### config.mk
export PLATFORM = sky130hd
export DESIGN_NAME = burst_addr_gen
export DESIGN_NICKNAME = d
export VERILOG_FILES = /design/src/rtl/bag_pkg.sv /design/src/rtl/bag_order_latch.sv /design/src/rtl/bag_beat_ctr.sv /design/src/rtl/bag_order_map.sv /design/src/rtl/burst_addr_gen.sv
export SDC_FILE = /design/constraint.sdc
export NUM_CORES = 1
export LEC_CHECK = 0
export BUFFER_PORTS_ARGS = -buffer_cell sky130_fd_sc_hd__buf_2
export CAP_MARGIN = 20
export CORE_MARGIN = 2
export CORE_UTILIZATION = 45
export CTS_BUF_LIST = sky130_fd_sc_hd__clkbuf_4
export DETAILED_ROUTE_END_ITERATION = 7
export PLACE_DENSITY = 0.81
export SYNTH_ARGS = -nofsm -noshare
export SYNTH_HDL_FRONTEND = slang
export SYNTH_SLANG_ARGS = --single-unit
### constraint.sdc
create_clock -name clk -period 1.5 [get_ports clk]
set_input_delay 0.225 -clock clk [delete_from_list [all_inputs] [get_ports clk]]
set_output_delay 0.225 -clock clk [all_outputs]
set_load 0.02 [all_outputs]
### src/rtl/bag_pkg.sv
package bag_pkg;

    localparam int BEAT_W = 2;
    localparam int BEATS  = 1 << BEAT_W;

    typedef logic [BEAT_W-1:0] beat_t;

    typedef enum logic {
        ORDER_LINEAR = 1'b0,
        ORDER_XOR    = 1'b1
    } burst_order_e;

    typedef struct packed {
        beat_t start;
        beat_t count;
    } burst_pos_t;

    function automatic beat_t beat_offset(beat_t start, beat_t count, burst_order_e ord);
        beat_t r;
        if (ord == ORDER_XOR) r = start ^ count;
        else                  r = start + count;
        return r;
    endfunction

endpackage

### src/rtl/bag_order_latch.sv
module bag_order_latch
    import bag_pkg::*;
(
    input  logic         clk,
    input  logic         rst,
    input  logic         mode_sel,
    output burst_order_e order
);
    always_ff @(posedge clk) begin
        if (rst) order <= mode_sel ? ORDER_XOR : ORDER_LINEAR;
    end
endmodule

### src/rtl/bag_beat_ctr.sv
module bag_beat_ctr
    import bag_pkg::*;
(
    input  logic  clk,
    input  logic  rst,
    input  logic  load,
    input  logic  advance,
    output beat_t count
);
    always_ff @(posedge clk) begin
        if (rst)          count <= '0;
        else if (load)    count <= '0;
        else if (advance) count <= count + beat_t'(1);
    end
endmodule

### src/rtl/bag_order_map.sv
module bag_order_map
    import bag_pkg::*;
(
    input  burst_pos_t   pos,
    input  burst_order_e order,
    output beat_t        low
);
    always_comb low = beat_offset(pos.start, pos.count, order);
endmodule

### src/rtl/burst_addr_gen.sv
module burst_addr_gen
    import bag_pkg::*;
#(
    parameter int ADDR_W = 19
) (
    input  logic              clk,
    input  logic              rst,
    input  logic              mode_sel,
    input  logic              strobe_a,
    input  logic              strobe_b,
    input  logic [ADDR_W-1:0] base_addr,
    input  logic              adv_n,
    output logic [ADDR_W-1:0] word_addr
);
    localparam int HI_W = ADDR_W - BEAT_W;

    logic            load;
    logic            advance;
    logic [HI_W-1:0] base_hi;
    beat_t           start_q;
    beat_t           count_q;
    beat_t           low;
    burst_order_e    order_q;
    burst_pos_t      pos;

    assign load    = strobe_a | strobe_b;
    assign advance = ~adv_n;

    always_ff @(posedge clk) begin
        if (rst) begin
            base_hi <= '0;
            start_q <= '0;
        end else if (load) begin
            base_hi <= base_addr[ADDR_W-1:BEAT_W];
            start_q <= base_addr[BEAT_W-1:0];
        end
    end

    bag_order_latch u_order (
        .clk      (clk),
        .rst      (rst),
        .mode_sel (mode_sel),
        .order    (order_q)
    );

    bag_beat_ctr u_ctr (
        .clk     (clk),
        .rst     (rst),
        .load    (load),
        .advance (advance),
        .count   (count_q)
    );

    assign pos.start = start_q;
    assign pos.count = count_q;

    bag_order_map u_map (
        .pos   (pos),
        .order (order_q),
        .low   (low)
    );

    assign word_addr = {base_hi, low};

endmodule

==> flow_summary.yaml, run 1 <==
status:
  outcome: "completed"
min_path:
  min_path_type: "in2reg"
  hold-path-cell-count: 1
place:
  place_area_um2: 1030
  post-place-ws_ps: 340
  dp_hpwl_mm: 1.30
  gp_congestion: 0.759
  port_buffers: 43
job:
  cap_violations: 0
timing:
  max_freq_mhz: 683
  slew_headroom: 0.729
  fin_crit_sh: 0.976
  worstMarginPinSlew_ps: 406
  setup_viol: 0
  setup_tns_ps: 0
  rsz0062_at_grt: "yes"
  setup_slack_ps: 35.3
  fin_skew_ps: 8.05
  drv_slew: 0
  min_period_ps: 1460
  whs_ps: 97.7
  hold_viol_final: 0
global_routing:
  top_usage_layer: "met2"
  grt_max_degree: 23
  grt_pass1_wl_mm: 2.69
  use_met1: 0.204
  grt_use_met3: 0.0231
  first_global_vias: 660
  grt_util_met2: 0.299
  antenna_found_initial: 0
  track_usage: 0.170
  grt.overflow.total: 0
power:
  swShare: 0.238
  clkPwrFrac: 0.352
  peakVddDrop_mv: 0.569
  p_int_w: 0.000966
  powerDensity_nw_per_um2: 1140
  seqPwrFrac: 0.506
  p_sw_w: 0.000302
  p_leak_nw: 0.534
  combPwrFrac: 0.142
layout:
  drive_above_1_share: 0.409
  final_common_cell: "buf_2"
  layout_common_cells: "42 x buf_2, 38 x nand2_1, 19 x a21oi_1, 19 x dfxtp_1, 3 x clkbuf_4"
  design_area_um2: 1110
  diodes: 0
  fillCellCount: 153
  nNetsFinal: 164
  finalCoreUtilization: 0.643
  area_growth_syn_to_layout_pct: 34.4
logic_synthesis:
  yosys.area.top_type: "dfxtp_1"
  syn_avg_cell_area_um2: 8.69
  ys_seq_elements: 22
  ys_types: 14
  synthesis.nets: 121
  synth_top_area_share: 0.509
  syn_area_um2: 826
  yosys_warnings: 0
  ys_seq_area_frac: 0.545
  syn_inst: 95
  synthTopCellsByArea: "dfxtp_1 51%, nand2_1 17%, a21oi_1 12%"
die:
  die_area_um2: 2190
  start_util: 0.478
  fp-row-count: 15
  dieWidth_um: 46.8
  num_io_pins: 44
  coreArea_um2: 1730
  die_h_um: 46.8
clock_tree:
  clock_path_buffers: 2
  clkSinkCount: 22
  h-tree-depth: 1
  root_buffer: "clkbuf_4"
  clk_latency_ps: 310
  numCtsBuffers: 3
  cts_tree: "yes"
  path_clk_slew_ps: 120
route:
  post_drt_via_cell_ratio: 4.69
  wl_mm: 1.75
  dr_total_vias: 759
  drt_iter0_drc: 15
  drc: 0
  wl_per_cell_um: 10.8
  ant_nets: 0
  first_pass_iters: 5
worst_setup_path:
  worstPathArrival_ps: 1240
  required_ps: 1270
  criticalPathCategory: "reg2out"
  endpoint_kind: "output pin"
  start_kind: "flop"
  cp_max_fo: 3
  rr_worst_depth: 3
cell type report:
| type | instances | area, um^2 | share of cell area |
|---|---|---|---|
| clock buffers | 3 | 22.5 | 0.0203 |
| clock inverters | 1 | 30.0 | 0.0271 |
| well taps | 25 | 31.3 | 0.0282 |
| multi-input cells | 68 | 355 | 0.320 |
| repair buffers | 43 | 218 | 0.196 |
| flip-flops and latches | 22 | 453 | 0.408 |
worst max-delay path, cell delays in order (launching register included):
cell and delay [ps]:
dfxtp_2 360, ha_2 160, nor2b_4 150, xnor2_2 110
buf_4 150
synth_stat cells:
cell       n
a21oi_1   19
buf_4      1
buf_6      2
clkbuf_1   2
dfxtp_1   21
edfxtp_1   1
ha_1       1
nand2_1   38
nor2_4     1
nor2b_1    3
nor3_2     1
nor4_2     1
or2_4      1
xnor2_1    3
repair_timing:
item	in CTS	in global routing
setup endpoints to repair	1	1
resized for setup	1	6
hold buffers	0	0
buffers inserted	0	0
pin swaps	0	2
sequential cells by signal (all words and copies together), names as in the netlist:
name and count:
base_hi 17, start_q 2, u_ctr.count 2, u_order.order 1
cells by family (layout without fill, tap and decap cells):
logic type               after synthesis  in the layout  synth area share
XOR/XNOR                               3              3            0.0318
adder cells (fa/ha/maj)                1              1            0.0151
buffers and inverters                  5             47            0.0455
flip-flops                            22             22             0.545
AND/OR/NAND/NOR                       45             45             0.247
AO/OA/AOI/OAI                         19             19             0.115
stage by stage:
stage	instances	total power, W
floorplan	95	0.000762
global placement	158	0.000825
detailed placement	158	0.000831
CTS	162	0.00127
global route	162	0.00132
finish	162	0.00127
power groups by stage:
stage               sequential, W  clock (W)  combinational, W
floorplan                0.000687          0         0.0000751
global placement         0.000652          0          0.000174
detailed placement       0.000653          0          0.000178
CTS                      0.000640   0.000451          0.000179
global route             0.000645   0.000475          0.000199
finish                   0.000642   0.000447          0.000179
metal layers:
layer  vias up  part of all wire
met5         -                 0
met4         0             0.013
met3         4             0.035
met2        24              0.55
met1       342              0.40
li1        389                 -
worst paths after layout:
path / from / slack (ps) / endpoint
max reg2reg: u_ctr.count[0]$_SDFFE_PP0N_ / 560 / u_ctr.count[1]$_SDFFE_PP0N_
max: u_ctr.count[0]$_SDFFE_PP0N_ / 40 / word_addr[1]
min reg2reg: base_hi[16]$_SDFFE_PP0P_ / 460 / base_hi[16]$_SDFFE_PP0P_
min: mode_sel / 100 / u_order.order$_DFFE_PP_
Power figures use the tool's default switching activity.
==> inputs of run 2 (changes only) <==
- CORE_UTILIZATION: 45 -> 48
- PLACE_DENSITY: 0.81 -> 0.86
==> run 2 against run 1 <==
First-iteration DRC count decreased by 47%; critical endpoint unchanged; setup slack improved by 1.1 ps; non-clock buffer count rose by 1; hold slack lost 3.2 ps; combinational power about the same; maximum frequency is essentially flat; final area is 3.4% lower; power down 14%; critical path type unchanged; highest routed layer unchanged; register-to-register slack worse by 60 ps.
==> flow_summary.yaml, run 2 (synthesis results as in run 1) <==
status:
  outcome: "completed"
layout:
  area_growth_syn_to_layout_pct: 29.8
  largestRegisters: "base_hi: 17 flops, start_q: 2 flops, u_ctr.count: 2 flops"
  finalCoreUtilization: 0.688
  diodes: 0
  drive_above_1_share: 0.399
  largest_reg_flops: 17
  top_register: "base_hi"
  nNetsFinal: 165
  final_common_cell: "buf_2"
  layout_common_cells: "42 x buf_2, 38 x nand2_1, 19 x a21oi_1, 19 x dfxtp_1"
route:
  dr_total_vias: 740
  ant_nets: 0
  wl_mm: 1.78
  drc: 0
  wl_per_cell_um: 11.6
  drt_iter0_drc: 8
  first_pass_iters: 4
  post_drt_via_cell_ratio: 4.81
die:
  die_area_um2: 2070
  fp-row-count: 14
  die_h_um: 45.5
  dieWidth_um: 45.5
  num_io_pins: 44
  coreArea_um2: 1560
  start_util: 0.530
worst_setup_path:
  required_ps: 1270
  endpoint_kind: "output pin"
  criticalPathCategory: "reg2out"
  worstPathArrival_ps: 1240
  r2r_slack_ps: 500
  cp_max_fo: 2
  start_kind: "flop"
power:
  p_leak_nw: 0.519
  powerDensity_nw_per_um2: 1020
  p_sw_w: 0.000298
  swShare: 0.273
  power.total_w: 0.00109
  clkPwrFrac: 0.248
  p_int_w: 0.000793
  peakVddDrop_mv: 0.539
  seqPwrFrac: 0.589
  combPwrFrac: 0.164
global_routing:
  antenna_found_initial: 0
  track_usage: 0.177
  grt_pass1_wl_mm: 2.67
  grt.overflow.total: 0
  grt_max_degree: 23
  first_global_vias: 681
place:
  dp_hpwl_mm: 1.25
  gp_congestion: 0.686
  port_buffers: 43
  post-place-ws_ps: 342
timing:
  drv_slew: 0
  rsz0062_at_grt: "yes"
  worstMarginPinSlew_ps: 411
  hold_viol_final: 0
  max_freq_mhz: 683
  setup_viol: 0
  slew_headroom: 0.725
  fin_skew_ps: 0.171
  whs_ps: 94.5
  min_period_ps: 1460
  setup_slack_ps: 36.3
  fin_crit_sh: 0.976
  setup_tns_ps: 0
clock_tree:
  hold_buffers: 0
  h-tree-depth: 1
  clk_latency_ps: 300
  clock_path_buffers: 2
  path_clk_slew_ps: 120
  numCtsBuffers: 3
  cts_tree: "yes"
  root_buffer: "clkbuf_4"
  clkSinkCount: 22
job:
  cap_violations: 0
min_path:
  min_path_type: "in2reg"
[run 2: cell count changes in the layout (fill, tap and decap cells not counted)]
cell | before | now
xnor2_1 | 2 | 3
clkinv_1 | 0 | 1
buf_4 | 1 | 2
bufinv_16 | 1 | 0
xnor2_2 | 1 | 0
[run 2: power by group through the flow]
| stage | combinational [W] | clock, W | sequential [W] |
|---|---|---|---|
| after floorplan | 0.0000751 | 0 | 0.000687 |
| after global placement | 0.000174 | 0 | 0.000651 |
| after detailed placement | 0.000176 | 0 | 0.000653 |
| after CTS | 0.000176 | 0.000272 | 0.000640 |
| after global routing | 0.000196 | 0.000303 | 0.000646 |
| final | 0.000178 | 0.000270 | 0.000642 |
[run 2: worst paths after layout]
path,end,from,cells past startpoint
setup / recovery,word_addr[1],u_ctr.count[0]$_SDFFE_PP0N_,4
hold reg to reg,base_hi[6]$_SDFFE_PP0P_,base_hi[6]$_SDFFE_PP0P_,2
setup reg to reg,u_ctr.count[1]$_SDFFE_PP0N_,u_ctr.count[0]$_SDFFE_PP0N_,4
hold / removal,u_order.order$_DFFE_PP_,mode_sel,1
[run 2: metal layers]
metal	up-vias	routed length, um	GRT usage
li1	392	-	-
met1	326	717	0.199
met2	20	981	0.321
met3	2	59	0.0238
met4	0	20	0.0882
met5	-	0	0
[run 2: layout make-up]
cell class	instances	area, um^2
clock buffers	3	22.5
clock inverters	1	3.75
fillers	140	487
multi-input cells	68	348
flip-flops and latches	22	453
well taps	16	20.0
repair buffers	44	225
[run 2: worst max-delay path, stage by stage (launching register included)]
cell     delay (ps)
dfxtp_2         340
ha_2            180
nor2b_4         120
xnor2_1         140
buf_4           160
[run 2: timing repair]
item                                    4_1_cts  5_1_grt
gates resized for setup                       0        6
buffers inserted                              0        1
endpoints found under the setup margin        0        1
[run 2: through the flow]
stage	area (um^2)	instances
after floorplan	826	95
after global placement	1020	149
after detailed placement	1020	149
after CTS	1050	153
after global routing	1070	154
final	1070	154
